File: config.mk
export PLATFORM = sky130hd
export DESIGN_NAME = gapmod_downlink_tx
export DESIGN_NICKNAME = d
export VERILOG_FILES = /design/src/rtl/gapmod_pkg.sv /design/src/rtl/gapmod_interval.sv /design/src/rtl/gapmod_symtime.sv /design/src/rtl/gapmod_downlink_tx.sv
export SDC_FILE = /design/constraint.sdc
export NUM_CORES = 1
export LEC_CHECK = 0
export BUFFER_PORTS_ARGS = -buffer_cell sky130_fd_sc_hd__buf_2
export CELL_PAD_IN_SITES_DETAIL_PLACEMENT = 1
export CELL_PAD_IN_SITES_GLOBAL_PLACEMENT = 1
export CORE_ASPECT_RATIO = 1.4
export CORE_MARGIN = 2
export CORE_UTILIZATION = 45
export DETAILED_ROUTE_END_ITERATION = 16
export PLACE_DENSITY_LB_ADDON = 0.3
export SLEW_MARGIN = 20
export SYNTH_ARGS = -nofsm -noshare
export SYNTH_HDL_FRONTEND = slang
export SYNTH_SLANG_ARGS = --single-unit
File: constraint.sdc
create_clock -name clk -period 4.65 [get_ports clk]
set_input_delay 0.6975 -clock clk [delete_from_list [all_inputs] [get_ports clk]]
set_output_delay 0.6975 -clock clk [all_outputs]
set_load 0.05 [all_outputs]
File: src/rtl/gapmod_pkg.sv
package gapmod_pkg;

   typedef enum logic [1:0] {
      DL_FIXED = 2'd0,
      DL_LLR   = 2'd1,
      DL_LZ    = 2'd2,
      DL_QUAD  = 2'd3
   } dl_mode_e;

   typedef enum logic [2:0] {
      TX_IDLE,
      TX_START,
      TX_REF_ON,
      TX_REF_GAP,
      TX_WAIT,
      TX_SYM_ON,
      TX_SYM_GAP,
      TX_READ_ON
   } tx_state_e;

   function automatic int max2(input int a, input int b);
      return (a > b) ? a : b;
   endfunction

endpackage

File: src/rtl/gapmod_interval.sv
// Tick-driven down counter: load a duration, expire on the tick that ends it.
module gapmod_interval #(
   parameter int W = 8
) (
   input  logic         clk,
   input  logic         rst_n,
   input  logic         tick,
   input  logic         load,
   input  logic [W-1:0] load_val,
   output logic         expire
);
   logic [W-1:0] cnt_q;

   always_ff @(posedge clk) begin
      if (!rst_n)
         cnt_q <= '0;
      else if (load)
         cnt_q <= load_val;
      else if (tick && (cnt_q != '0))
         cnt_q <= cnt_q - W'(1);
   end

   assign expire = tick && (cnt_q == W'(1));
endmodule

File: src/rtl/gapmod_symtime.sv
// Field-on duration of one symbol for the captured timing scheme.
module gapmod_symtime import gapmod_pkg::*; #(
   parameter int W       = 8,
   parameter int ON_0    = 18,
   parameter int ON_1    = 50,
   parameter int ON_1_LZ = 40,
   parameter int ON_Q1   = 34,
   parameter int ON_Q2   = 50,
   parameter int ON_Q3   = 66,
   parameter bit QUAD_EN = 1'b1
) (
   input  dl_mode_e     mode,
   input  logic [1:0]   bits,
   output logic [W-1:0] dur
);
   logic [W-1:0] bin_dur;

   always_comb begin
      if (!bits[0])
         bin_dur = W'(ON_0);
      else if (mode == DL_LZ)
         bin_dur = W'(ON_1_LZ);
      else
         bin_dur = W'(ON_1);
   end

   generate
      if (QUAD_EN) begin : g_quad
         logic [W-1:0] quad_dur;
         always_comb begin
            unique case (bits)
               2'b00:   quad_dur = W'(ON_0);
               2'b01:   quad_dur = W'(ON_Q1);
               2'b10:   quad_dur = W'(ON_Q2);
               default: quad_dur = W'(ON_Q3);
            endcase
         end
         assign dur = (mode == DL_QUAD) ? quad_dur : bin_dur;
      end else begin : g_bin
         assign dur = bin_dur;
      end
   endgenerate
endmodule

File: src/rtl/gapmod_downlink_tx.sv
module gapmod_downlink_tx import gapmod_pkg::*; #(
   parameter int MODE_W    = 3,
   parameter int START_GAP = 31,
   parameter int WR_GAP    = 20,
   parameter int ON_0      = 18,
   parameter int ON_1      = 50,
   parameter int ON_1_LZ   = 40,
   parameter int ON_Q1     = 34,
   parameter int ON_Q2     = 50,
   parameter int ON_Q3     = 66,
   parameter int REF_EXTRA = 136,
   parameter int READ_GAP  = 15,
   parameter bit QUAD_EN   = 1'b1
) (
   input  logic              clk,
   input  logic              rst_n,
   input  logic              tick,
   input  logic [MODE_W-1:0] mode_sel,
   input  logic              sym_valid,
   output logic              sym_ready,
   input  logic [1:0]        sym_data,
   input  logic              sym_last,
   input  logic              sym_odd,
   output logic              field_on,
   output logic              done
);
   localparam int REF_ON = ON_0 + REF_EXTRA;
   localparam int MAXD   = max2(max2(max2(START_GAP, REF_ON), max2(WR_GAP, READ_GAP)),
                                max2(max2(ON_1, ON_1_LZ), max2(ON_Q1, max2(ON_Q2, ON_Q3))));
   localparam int CNT_W  = $clog2(MAXD + 1);

   generate
      if (MODE_W < 2) begin : g_bad_mode_w
         $error("MODE_W must be at least 2");
      end
      if (START_GAP < 1 || WR_GAP < 1 || READ_GAP < 1 || ON_0 < 1) begin : g_bad_gap
         $error("all gap and on durations must be at least one tick");
      end
      if (ON_1 <= ON_0 || ON_1_LZ <= ON_0) begin : g_bad_bin
         $error("a one must be longer than a zero");
      end
      if (QUAD_EN && !(ON_0 < ON_Q1 && ON_Q1 < ON_Q2 && ON_Q2 < ON_Q3)) begin : g_bad_quad
         $error("pulse-position durations must rise strictly");
      end
   endgenerate

   tx_state_e          st_q, st_nx;
   dl_mode_e           mode_q, mode_dec;
   logic               field_q, field_nx;
   logic               done_q, done_nx;
   logic               last_q;
   logic               cap_mode, cap_last, drop_beat;
   logic               ld;
   logic [CNT_W-1:0]   ld_val, sym_dur;
   logic               expire;

   always_comb begin
      if (mode_sel == MODE_W'(1))
         mode_dec = DL_LLR;
      else if (mode_sel == MODE_W'(2))
         mode_dec = DL_LZ;
      else if (mode_sel == MODE_W'(3) && QUAD_EN)
         mode_dec = DL_QUAD;
      else
         mode_dec = DL_FIXED;
   end

   gapmod_symtime #(
      .W(CNT_W), .ON_0(ON_0), .ON_1(ON_1), .ON_1_LZ(ON_1_LZ),
      .ON_Q1(ON_Q1), .ON_Q2(ON_Q2), .ON_Q3(ON_Q3), .QUAD_EN(QUAD_EN)
   ) symtime_i (
      .mode(mode_q),
      .bits(sym_data),
      .dur (sym_dur)
   );

   gapmod_interval #(.W(CNT_W)) interval_i (
      .clk     (clk),
      .rst_n   (rst_n),
      .tick    (tick),
      .load    (ld),
      .load_val(ld_val),
      .expire  (expire)
   );

   assign drop_beat = (mode_q == DL_QUAD) && sym_odd && sym_last;

   always_comb begin
      st_nx    = st_q;
      field_nx = field_q;
      done_nx  = 1'b0;
      ld       = 1'b0;
      ld_val   = '0;
      cap_mode = 1'b0;
      cap_last = 1'b0;
      unique case (st_q)
         TX_IDLE: begin
            if (sym_valid) begin
               st_nx    = TX_START;
               field_nx = 1'b0;
               ld       = 1'b1;
               ld_val   = CNT_W'(START_GAP);
               cap_mode = 1'b1;
            end
         end
         TX_START: begin
            if (expire) begin
               if (mode_q == DL_LLR) begin
                  st_nx    = TX_REF_ON;
                  field_nx = 1'b1;
                  ld       = 1'b1;
                  ld_val   = CNT_W'(REF_ON);
               end else begin
                  st_nx = TX_WAIT;
               end
            end
         end
         TX_REF_ON: begin
            if (expire) begin
               st_nx    = TX_REF_GAP;
               field_nx = 1'b0;
               ld       = 1'b1;
               ld_val   = CNT_W'(WR_GAP);
            end
         end
         TX_REF_GAP: begin
            if (expire) st_nx = TX_WAIT;
         end
         TX_WAIT: begin
            if (sym_valid) begin
               cap_last = 1'b1;
               field_nx = 1'b1;
               ld       = 1'b1;
               if (drop_beat) begin
                  st_nx  = TX_READ_ON;
                  ld_val = CNT_W'(READ_GAP);
               end else begin
                  st_nx  = TX_SYM_ON;
                  ld_val = sym_dur;
               end
            end
         end
         TX_SYM_ON: begin
            if (expire) begin
               st_nx    = TX_SYM_GAP;
               field_nx = 1'b0;
               ld       = 1'b1;
               ld_val   = CNT_W'(WR_GAP);
            end
         end
         TX_SYM_GAP: begin
            if (expire) begin
               if (last_q) begin
                  st_nx    = TX_READ_ON;
                  field_nx = 1'b1;
                  ld       = 1'b1;
                  ld_val   = CNT_W'(READ_GAP);
               end else begin
                  st_nx = TX_WAIT;
               end
            end
         end
         TX_READ_ON: begin
            if (expire) begin
               st_nx   = TX_IDLE;
               done_nx = 1'b1;
            end
         end
         default: st_nx = TX_IDLE;
      endcase
   end

   always_ff @(posedge clk) begin
      if (!rst_n) begin
         st_q    <= TX_IDLE;
         mode_q  <= DL_FIXED;
         field_q <= 1'b0;
         done_q  <= 1'b0;
         last_q  <= 1'b0;
      end else begin
         st_q    <= st_nx;
         field_q <= field_nx;
         done_q  <= done_nx;
         if (cap_mode) mode_q <= mode_dec;
         if (cap_last) last_q <= sym_last;
      end
   end

   assign sym_ready = (st_q == TX_WAIT);
   assign field_on  = field_q;
   assign done      = done_q;
endmodule

==> results.md <==
* Status: finished, final reports clean
* Number of H-tree levels at 1
* Fill count at 325
* Synth async-reset ratio at 0%
* Multi-input combinational cell area at 781 um2
* Final WS setup at 2.57 ns
* Primary FF master, synth: dfxtp_1
* Num CTS Buffers at 3
* Core Footprint at about 2400 um2
* Final ANT Viol Nets at 0
* Combinational share of power at 34.6%
* Storage element area at 320 um2
* Post-Syn Nets at about 160
* Area after DPL at between 1000 and 1500 um2
* Final hold vios at 0
* Bufs and invs on worst path at 1
* Rel. slew slack at 63.9%
* Initial DRT Pass Iterations at 6
* Clock Tree Buf Depth at 2
* Area growth syn-to-layout at 7.46%
* GPL Wtd Cong at roughly 0.90
* Via count at 1119
* N_diodes at 0
* Period utilization at about 45%
* Post-synthesis sequential area ratio at 27.3%
* Crit. End Element: output pin
* Most common cell after layout, fill and taps aside: nor2_1
* Share of cells above drive strength 1 at 17.4%
* Worst Tran Pin Value at about 0.54 ns
* Mapped Area at 1170 um2
* Worst-path clk slew at about 0.09 ns
* CP Cell Sequence: nand2b_1 -> nor2_1 -> buf_2
* R2r endpoint: interval_i.cnt_q[4]
* Pwr/cell area at 294 nW/um2
* Mapped Cells at between 100 and 150
* All-Layer GR Usage at 23.7%
* Clock sinks at 16
* Max rail drop VDD at 0.000166 V
* Number of global-route vias before repair at roughly 1200
* Reg-to-reg slack, setup at 2.66 ns
* CP top delay family: flip-flops
* Setup_tns at 0 ns
* Final WL at 3100 um
* Initial antenna violation count at 0
* Via density at 5.92
* CTS tree: done
* Most frequent cells in the layout: nor2_1 (18), dfxtp_1 (16), buf_2 (13)
* Setup CP Type: flip-flop to output pin
* Beginning of the worst hold path: field_on
* Initial Util at roughly half
* Die ar. at 3040 um2
* Tmin final at 2.08 ns
* Final Max Slew Viols at 0
* #FFs+latches synth at 16
* Sw power at 0.135 mW
* Internal power at roughly 0.24 mW
* Reg2reg path depth at 6
* Crit Path Max Fanout at 13
* DRT iter0 DRCs at 30
* Mean Syn Cell Area at around 8.1 um2
* Layout Nets at 174
* Fin cells at 189
* Synthesis warning total at 0
* First-pass GRT wire length at 5300 um
* CP max-delay cell: dfxtp_1
* CTS Hold Bufs at 0
* Hold path depth at 1
* Type of origin of the critical path: flip-flop
* Crit path arrival time at around 1.4 ns
* Num rows at 21
* Register share of total power at 45.5%
* Reg-to-reg startpoint: interval_i.cnt_q[0]
* Port buffer count at 13
* Final setup viols at 0
* Synth unique cells at 50
* Drt drc at 0
* Crit path required time at 3.95 ns
* Post-CTS Setup Bufs at 0
* Post-synth EDFFs at 0
* CTS root buf: clkbuf_4
* Post-Layout Inst Area at 1260 um2
* DP Worst Slack at ~2.5 ns
* Min-delay worst type: flip-flop to flip-flop
* RSZ-0062 raised after global routing: no
* Maxcap violations at 0
* Clock network fraction of design power at approximately a fifth
* Placed Cells at 186
* DPL Wire Length at 2460 um
* Largest net degree at the start of global routing at 14
* Die width at about 47 um
* I/O Pins at 14
* Max Clock Skew at 0.00172 ns
* Leak Pwr at between 0.5 and 0.6 nW
* Die Y at 64.4 um
* Routed WL per cell at 16.4 um
* FMAX at 0.482 GHz
* CP max stage delay at between 0.5 and 0.6 ns
* Post-CTS sizing at 0
* Hold endpoint: field_on
* Worst skew pair latency at 0.29 ns
* Switching power share of the total at 36.3%
* GR Overflow Total at 0
sequential cells by signal (all words and copies together), names as in the netlist:
register,cells
done,1
field_on,1
interval_i.cnt_q,8
last_q,1
mode_q,2
st_q,3
through the flow:
step | power (mW) | hold WS, ns | utilization [%]
3_5_place_dp | 0.298 | 0.495 | 50.7
2_1_floorplan | 0.266 | 0.470 | -
6_report | 0.371 | 0.515 | 51.6
5_1_grt | 0.399 | 0.545 | 51.6
4_1_cts | 0.373 | 0.524 | 51.6
3_3_place_gp | 0.292 | 0.486 | 50.7
cells in the mapped netlist (all sizes together), types with 3 or more instances:
| library cell | n | area [um2] |
|---|---|---|
| o22a | 3 | 28.8 |
| dfxtp | 16 | 320 |
| nor2 | 18 | 67.6 |
| a21oi | 10 | 53.8 |
| nand3 | 6 | 30.0 |
| nand2b | 3 | 21.3 |
| mux2i | 5 | 50.1 |
| nand2 | 11 | 41.3 |
| nand3b | 3 | 22.5 |
| inv | 8 | 30.0 |
| o21ai | 4 | 20.0 |
| nor2b | 3 | 18.8 |
| nand4 | 3 | 18.8 |
| o31a | 3 | 35.0 |
| buf | 4 | 35.0 |
| ha | 6 | 75.1 |
| nor3 | 7 | 40.0 |
cell families (layout without fill, tap and decap cells):
kind of cell	Yosys count	after routing	synth area share (%)
buf+inv	14	24	6.18
mux	5	5	4.26
flops	16	16	27.3
xor+xnor	1	1	0.746
compound gates	35	35	22.6
simple gates	68	68	32.5
fa+ha+maj	6	6	6.40
worst register-to-register path: stages (launching register included):
cell and delay, ns:
dfxtp_1 0.35, inv_1 0.13, ha_1 0.19, nor4b_2 0.47
a21bo_2 0.28, or3b_1 0.35, o311a_1 0.12
worst max path at each step:
stage                 start             endpoint  slack (ns)  cells past startpoint
global route        st_q[2]            sym_ready        2.49                      3
global placement       tick  interval_i.cnt_q[4]        2.56                      6
CTS                 st_q[2]            sym_ready        2.58                      3
detailed placement     tick  interval_i.cnt_q[4]        2.48                      6
floorplan           st_q[2]            sym_ready        2.60                      3
finish              st_q[2]            sym_ready        2.57                      3
power by group through the flow:
stage	Sequential, mW	Clock (mW)	Combinational (mW)
2_1_floorplan	0.167	0	0.0991
4_1_cts	0.168	0.0764	0.128
3_3_place_gp	0.171	0	0.121
5_1_grt	0.172	0.0843	0.143
6_report	0.169	0.0737	0.128
3_5_place_dp	0.172	0	0.127
layer usage:
metal  vias to the layer above  global-route usage (%)  wire (um)
li1                        551                       -          -
met1                       544                    31.3       1380
met2                        16                    38.7       1610
met3                         8                    1.95         49
met4                         0                    9.03         63
met5                         -                       0          0
cell type report:
type	count	area share [%]
clock buffer	3	1.79
inverter	8	2.38
tap	34	3.37
timing repair buffer	13	5.16
multi-input combinational	115	61.9
sequential	16	25.4
Note: power is estimated with default switching activity, not from simulation.
